`config.mk`:
```
export PLATFORM = sky130hd
export DESIGN_NAME = dma_chan_regs
export DESIGN_NICKNAME = d
export VERILOG_FILES = /design/src/rtl/dma_chan_regs.sv
export SDC_FILE = /design/constraint.sdc
export NUM_CORES = 1
export LEC_CHECK = 0
export BUFFER_PORTS_ARGS = -buffer_cell sky130_fd_sc_hd__buf_2
export CORE_MARGIN = 2
export CORE_UTILIZATION = 53
export CTS_CLUSTER_SIZE = 24
export DETAILED_ROUTE_END_ITERATION = 10
export PLACE_DENSITY = 0.8
export SYNTH_ARGS = -nofsm -noshare
export SYNTH_HDL_FRONTEND = slang
export SYNTH_SLANG_ARGS = --single-unit
```
`constraint.sdc`:
```
create_clock -name clk -period 1.8 [get_ports clk]
set_input_delay 0.18 -clock clk [delete_from_list [all_inputs] [get_ports clk]]
set_output_delay 0.18 -clock clk [all_outputs]
set_load 0.03 [all_outputs]
```
`src/rtl/dma_chan_regs.sv`:
```
module dma_chan_regs #(
  parameter int ADDR_W = 11,
  parameter int INTR_W = 4
) (
  input  logic              clk,
  input  logic              rst_n,
  input  logic              req_valid,
  input  logic              req_write,
  input  logic              req_full,
  input  logic [ADDR_W-1:0] req_addr,
  input  logic [31:0]       req_wdata,
  output logic              rd_valid,
  output logic [31:0]       rd_data,
  input  logic              client_attached,
  input  logic              run_start,
  input  logic              eol_set,
  input  logic              eng_stream_cmd,
  input  logic [INTR_W-1:0] irq_set,
  output logic              chan_enable,
  output logic              chan_stop,
  output logic [2:0]        run_state,
  output logic              continue_pulse,
  output logic              stream_cmd_pulse,
  output logic [9:0]        stream_cmd,
  output logic              irq
);
  localparam logic [ADDR_W-1:0] A_CMD    = ADDR_W'('h20);
  localparam logic [ADDR_W-1:0] A_CFG    = ADDR_W'('h21);
  localparam logic [ADDR_W-1:0] A_STAT   = ADDR_W'('h22);
  localparam logic [ADDR_W-1:0] A_MASK   = ADDR_W'('h23);
  localparam logic [ADDR_W-1:0] A_ACK    = ADDR_W'('h24);
  localparam logic [ADDR_W-1:0] A_RAW    = ADDR_W'('h25);
  localparam logic [ADDR_W-1:0] A_MASKED = ADDR_W'('h26);
  localparam logic [ADDR_W-1:0] A_STREAM = ADDR_W'('h27);
  localparam logic [2:0] ST_RESET = 3'b001;
  localparam logic [2:0] ST_STOP  = 3'b010;
  localparam logic [2:0] ST_RUN   = 3'b100;

  logic [1:0]        cfg_q;
  logic [31:0]       cmd_q, strm_q;
  logic [INTR_W-1:0] mask_q, raw_q, masked;
  logic [2:0]        state_q;
  logic              eol_q, src_q;

  wire wr     = req_valid && req_write && req_full;
  wire cfg_wr = wr && (req_addr == A_CFG);
  wire cmd_wr = wr && (req_addr == A_CMD);
  wire msk_wr = wr && (req_addr == A_MASK);
  wire ack_wr = wr && (req_addr == A_ACK);
  wire str_wr = wr && (req_addr == A_STREAM);
  wire start_ok = run_start && chan_enable && !cfg_q[1] && !cfg_wr;

  assign chan_enable = cfg_q[0] && client_attached;
  assign chan_stop   = cfg_q[1];
  assign run_state   = state_q;
  assign masked      = raw_q & mask_q;
  assign irq         = |masked;

  always_ff @(posedge clk) begin
    if (!rst_n) begin
      cfg_q   <= '0;
      cmd_q   <= '0;
      strm_q  <= '0;
      mask_q  <= '0;
      raw_q   <= '0;
      state_q <= ST_RESET;
      eol_q   <= 1'b0;
      src_q   <= 1'b1;
      continue_pulse   <= 1'b0;
      stream_cmd_pulse <= 1'b0;
      stream_cmd       <= '0;
    end else begin
      continue_pulse   <= cmd_wr;
      stream_cmd_pulse <= str_wr;
      if (str_wr) stream_cmd <= req_wdata[9:0];
      if (cmd_wr) cmd_q <= req_wdata;
      if (str_wr) strm_q <= req_wdata;
      if (msk_wr) mask_q <= req_wdata[INTR_W-1:0];
      raw_q <= (raw_q & ~(ack_wr ? req_wdata[INTR_W-1:0] : '0)) | irq_set;
      if (cfg_wr) begin
        cfg_q <= req_wdata[1:0];
        if (!req_wdata[0])     state_q <= ST_RESET;
        else if (req_wdata[1]) state_q <= ST_STOP;
      end else if (start_ok) begin
        state_q <= ST_RUN;
      end
      if (eol_set)       eol_q <= 1'b1;
      else if (start_ok) eol_q <= 1'b0;
      if (str_wr)              src_q <= 1'b1;
      else if (eng_stream_cmd) src_q <= 1'b0;
    end
  end

  always_ff @(posedge clk) begin
    if (!rst_n) begin
      rd_valid <= 1'b0;
      rd_data  <= '0;
    end else begin
      rd_valid <= req_valid && !req_write;
      rd_data  <= '0;
      if (req_valid && !req_write && req_full) begin
        case (req_addr)
          A_CMD:    rd_data <= cmd_q;
          A_CFG:    rd_data <= {30'b0, cfg_q};
          A_STAT:   rd_data <= {23'b0, src_q, 2'b0, eol_q, 2'b0, state_q};
          A_MASK:   rd_data <= 32'(mask_q);
          A_RAW:    rd_data <= 32'(raw_q);
          A_MASKED: rd_data <= 32'(masked);
          A_STREAM: rd_data <= strm_q;
          default:  rd_data <= '0;
        endcase
      end
    end
  end

  p_cfg_off_r2: assert property (@(posedge clk) disable iff (!rst_n)
    (cfg_wr && !req_wdata[0]) |=> (run_state == ST_RESET));
  p_cfg_stop_r2: assert property (@(posedge clk) disable iff (!rst_n)
    (cfg_wr && req_wdata[0] && req_wdata[1]) |=> (run_state == ST_STOP));
  p_start_r3: assert property (@(posedge clk) disable iff (!rst_n)
    (run_start && chan_enable && !chan_stop && !cfg_wr) |=> (run_state == ST_RUN));
  p_state_hot_r4: assert property (@(posedge clk) disable iff (!rst_n)
    $countones(run_state) == 1);
  p_raw_set_r5: assert property (@(posedge clk) disable iff (!rst_n)
    (irq_set != '0) |=> ((raw_q & $past(irq_set)) == $past(irq_set)));
  p_ack_clr_r6: assert property (@(posedge clk) disable iff (!rst_n)
    (ack_wr && irq_set == '0) |=> ((raw_q & $past(req_wdata[INTR_W-1:0])) == '0));
  p_mask_zero_r7: assert property (@(posedge clk) disable iff (!rst_n)
    (msk_wr && req_wdata[INTR_W-1:0] == '0) |=> !irq);
  p_cont_r8: assert property (@(posedge clk) disable iff (!rst_n)
    cmd_wr |=> continue_pulse);
  p_cont_once_r8: assert property (@(posedge clk) disable iff (!rst_n)
    (continue_pulse && !cmd_wr) |=> !continue_pulse);
  p_partial_r10: assert property (@(posedge clk) disable iff (!rst_n)
    (req_valid && req_write && !req_full && irq_set == '0) |=>
      ($stable(cfg_q) && $stable(mask_q) && $stable(raw_q)));
  p_rdv_r11: assert property (@(posedge clk) disable iff (!rst_n)
    (req_valid && !req_write) |=> rd_valid);
endmodule

```
==> flow_summary_export.csv <==
group,metric,value,unit
outcome,status,"finished clean",
clock_tree,clk_pin_slew,60,ps
setup_path,start_kind,"input pin",
setup_path,critPathMaxFanout,6,
logic_synthesis,syn_inst,459,
clock_tree,worstSkewPairLatency,510,ps
setup_path,end_kind,"flip-flop",
min_path,min_to,"run_state[1]$_SDFFE_PN0P_",
global_routing,grt_usage,27.09,%
clock_tree,cts_tree,"built",
global_routing,grt_max_degree,45,
power,p_total,6325,uW
die,die_area,8902,sq um
die,die_x,94.35,um
min_path,hold_class,"input pin to flip-flop",
place,dp_cells,636,
route,dr.first_iter.drc_count,240,
route,routed_wl,11500,um
logic_synthesis,yosysTopAreaCellShare,52.75,%
timing,final.period_utilization,92.20,%
min_path,hold_path_depth,4,
final_layout,fill_cells,519,
setup_path,r2r_slack,560,ps
final_layout,area_growth,37.07,%
route,drc_errors,0,
timing,setup_viol,0,
setup_path,critical_path_class,"input pin to flip-flop",
logic_synthesis,synth_edf_count,0,
global_routing,grt-ovfl-total,0,
global_routing,grt_pass1_vias,3841,
setup_path,timing.rr.end,"raw_q[2]$_SDFF_PN0_",
logic_synthesis,yosysSeqAreaShare,52.75,%
clock_tree,cts_setup_buffers,0,
clock_tree,clk_path_buf_depth,2,
timing,tns,0,ps
logic_synthesis,ys_ff_latch,114,
clock_tree,cts.htree.levels,4,
timing,rsz0062_at_grt,"false",
timing,worst_pin_slew,430.3,ps
setup_path,cp.arrival,2060,ps
logic_synthesis,synthArstFlopShare,0,%
clock_tree,clock-root-buffer,"clkbuf_8",
place,dpl_cell_area,4885,sq um
global_routing,grt_pass1_wl,18540,um
route,num_vias,4011,
final_layout,n_antenna_cell,0,
min_path,min_from,"run_start",
flow_run,drv_cap,0,
logic_synthesis,synth_warnings,0,
timing,skew,6.259,ps
timing,finalHoldViolCount,0,
logic_synthesis,synth_largest_area_cell,"dfxtp_1",
die,core-area,7807,sq um
logic_synthesis,synth_area_per_cell,9.426,sq um
place,port_buffers,106,
clock_tree,clock-sinks,114,
clock_tree,numCtsBuffers,17,
power,p_leak,0.002528,uW
die,pin_count,107,
timing,timing.fmax,602.6,MHz
setup_path,worst-r2r-cell-count,3,
place,pre_cts_ws,152.6,ps
final_layout,drive_gt1_share,27.30,%
timing,period_needed,1660,ps
route,ant_nets,0,
route,wl_per_cell,16.19,um
global_routing,antenna_found_initial,0,
power,peakVddDrop,0.7440,mV
final_layout,fin_nets,651,
logic_synthesis,ys.flop_type,"dfxtp_1",
final_layout,fin_cells,710,
route,first_pass_iters,5,
place,routabilityCongestion,0.9270,
logic_synthesis,synth.distinct_cells,41,
setup_path,r2r_start,"raw_q[2]$_SDFF_PN0_",
timing,setup_ws,140.4,ps
die,initial_utilization,55.42,%
power,powerDensity,1066,nW/um^2
timing,slew_violations,0,
logic_synthesis,netlist_area,4327,sq um
logic_synthesis,synth_nets,515,
place,hpwl,6748,um
final_layout,final_area,5931,sq um
die,rows,32,
route,viasPerCell,5.649,
logic_synthesis,synthTopCellsByArea,"dfxtp_1 53%, a22o_1 7.5%, a22oi_1 5.6%, o21ai_0 5.0%, nand3_1 4.7%",
timing,max-slew-margin-rel,71.32,%
die,die_h,94.35,um
setup_path,cp.required,2200,ps
## kinds of logic (layout without fill, tap and decap cells)
family | Yosys count | in the layout | synth area share [%]
compound gates | 135 | 135 | 21.46
buf+inv | 51 | 200 | 6.362
flops | 114 | 114 | 52.75
mux | 6 | 6 | 1.446
simple gates | 153 | 153 | 17.99
## critical path, cell delays in order
cell,delay (ps)
dlygate4sd3_1,530
buf_2,110
and3_2,250
nand3_1,100
nor2_2,220
a31oi_1,110
dlygate4sd3_1,560
## how the worst max path moves through the flow
stage / start / end / slack (ps) / cells after the start
floorplan: req_addr[6] / stream_cmd[0]$_SDFFE_PN0P_ / 380 / 5
global placement: req_addr[4] / rd_data[29]$_SDFF_PN0_ / 210 / 7
detailed placement: req_addr[1] / run_state[1]$_SDFFE_PN0P_ / 150 / 5
CTS: req_write / raw_q[3]$_SDFF_PN0_ / 50 / 7
global route: req_write / raw_q[0]$_SDFF_PN0_ / 80 / 7
finish: req_write / raw_q[1]$_SDFF_PN0_ / 140 / 7
## flip-flops by register name (all words and copies together), names as in the netlist
register,count
strm_q,23
raw_q,4
rd_data,32
stream_cmd,9
rd_valid,1
cmd_q,32
stream_cmd_pulse,1
cfg_q,2
continue_pulse,1
eol_q,1
mask_q,4
src_q,1
run_state,3
## synth_stat cells (3+ instances only)
master / count
a21o_1: 5
a21oi_1: 7
a22o_1: 37
a22oi_1: 32
a31oi_1: 5
and3_1: 7
buf_1: 3
buf_2: 13
buf_4: 12
buf_6: 3
clkbuf_1: 14
dfxtp_1: 114
inv_1: 6
mux2i_1: 4
nand2_1: 38
nand3_1: 41
nand4_1: 3
nor2_1: 37
nor2b_1: 5
o21ai_0: 43
## where the power goes
part	leakage, uW	switching (uW)	internal [uW]
registers	0.000920	7.51	2530
logic	0.00132	161	150
clock network	0.000291	1210	2260
total	0.00253	1380	4940
## cell usage in the layout (no fill, tap or decap), drive strengths merged, types with 3 or more instances in the layout
cell type	instances
or2	3
nor2	37
buf	120
inv	8
clkbuf	17
nor2b	5
clkinv	5
nand2	38
nand4	5
a22o	37
a22oi	32
dlygate4sd3	42
mux2i	4
a31oi	5
nand3	41
and3	7
a21o	5
o21ai	45
a21oi	8
clkinvlp	4
dfxtp	114
bufinv	4
## through the flow
step / hold slack [ps] / util [%]
floorplan: 268.8 / -
global placement: 362.8 / 62.56
detailed placement: 368.3 / 62.56
CTS: 36.49 / 75.91
global route: 83.70 / 75.96
finish: 57.31 / 75.96
## layer usage
layer	up-vias	routed length [um]	part of all wire (%)	global-route usage [%]
li1	1929	-	-	-
met2	180	5621	49	44.40
met3	10	890	7.7	8.380
met1	1892	4859	42	34.77
met4	0	125	1.1	7.488
met5	-	0	0	0
## what timing repair did
| action | in CTS | in global routing |
|---|---|---|
| hold buffers | 42 | 0 |
| hold endpoints to repair | 72 | 0 |
| endpoints found under the setup margin | 0 | 4 |
| resized for setup | 0 | 2 |
## layout make-up
cell class | count | area, sq um | area share (%)
Timing Repair Buffer | 162 | 1094 | 18.44
Clock buffer | 17 | 414.1 | 6.983
Multi-Input combinational cell | 294 | 1783 | 30.06
Sequential cell | 114 | 2282 | 38.48
Clock inverter | 15 | 207.7 | 3.502
Inverter | 6 | 22.52 | 0.3797
Tap cell | 102 | 127.6 | 2.152
Note: power is estimated with default switching activity, not from simulation.
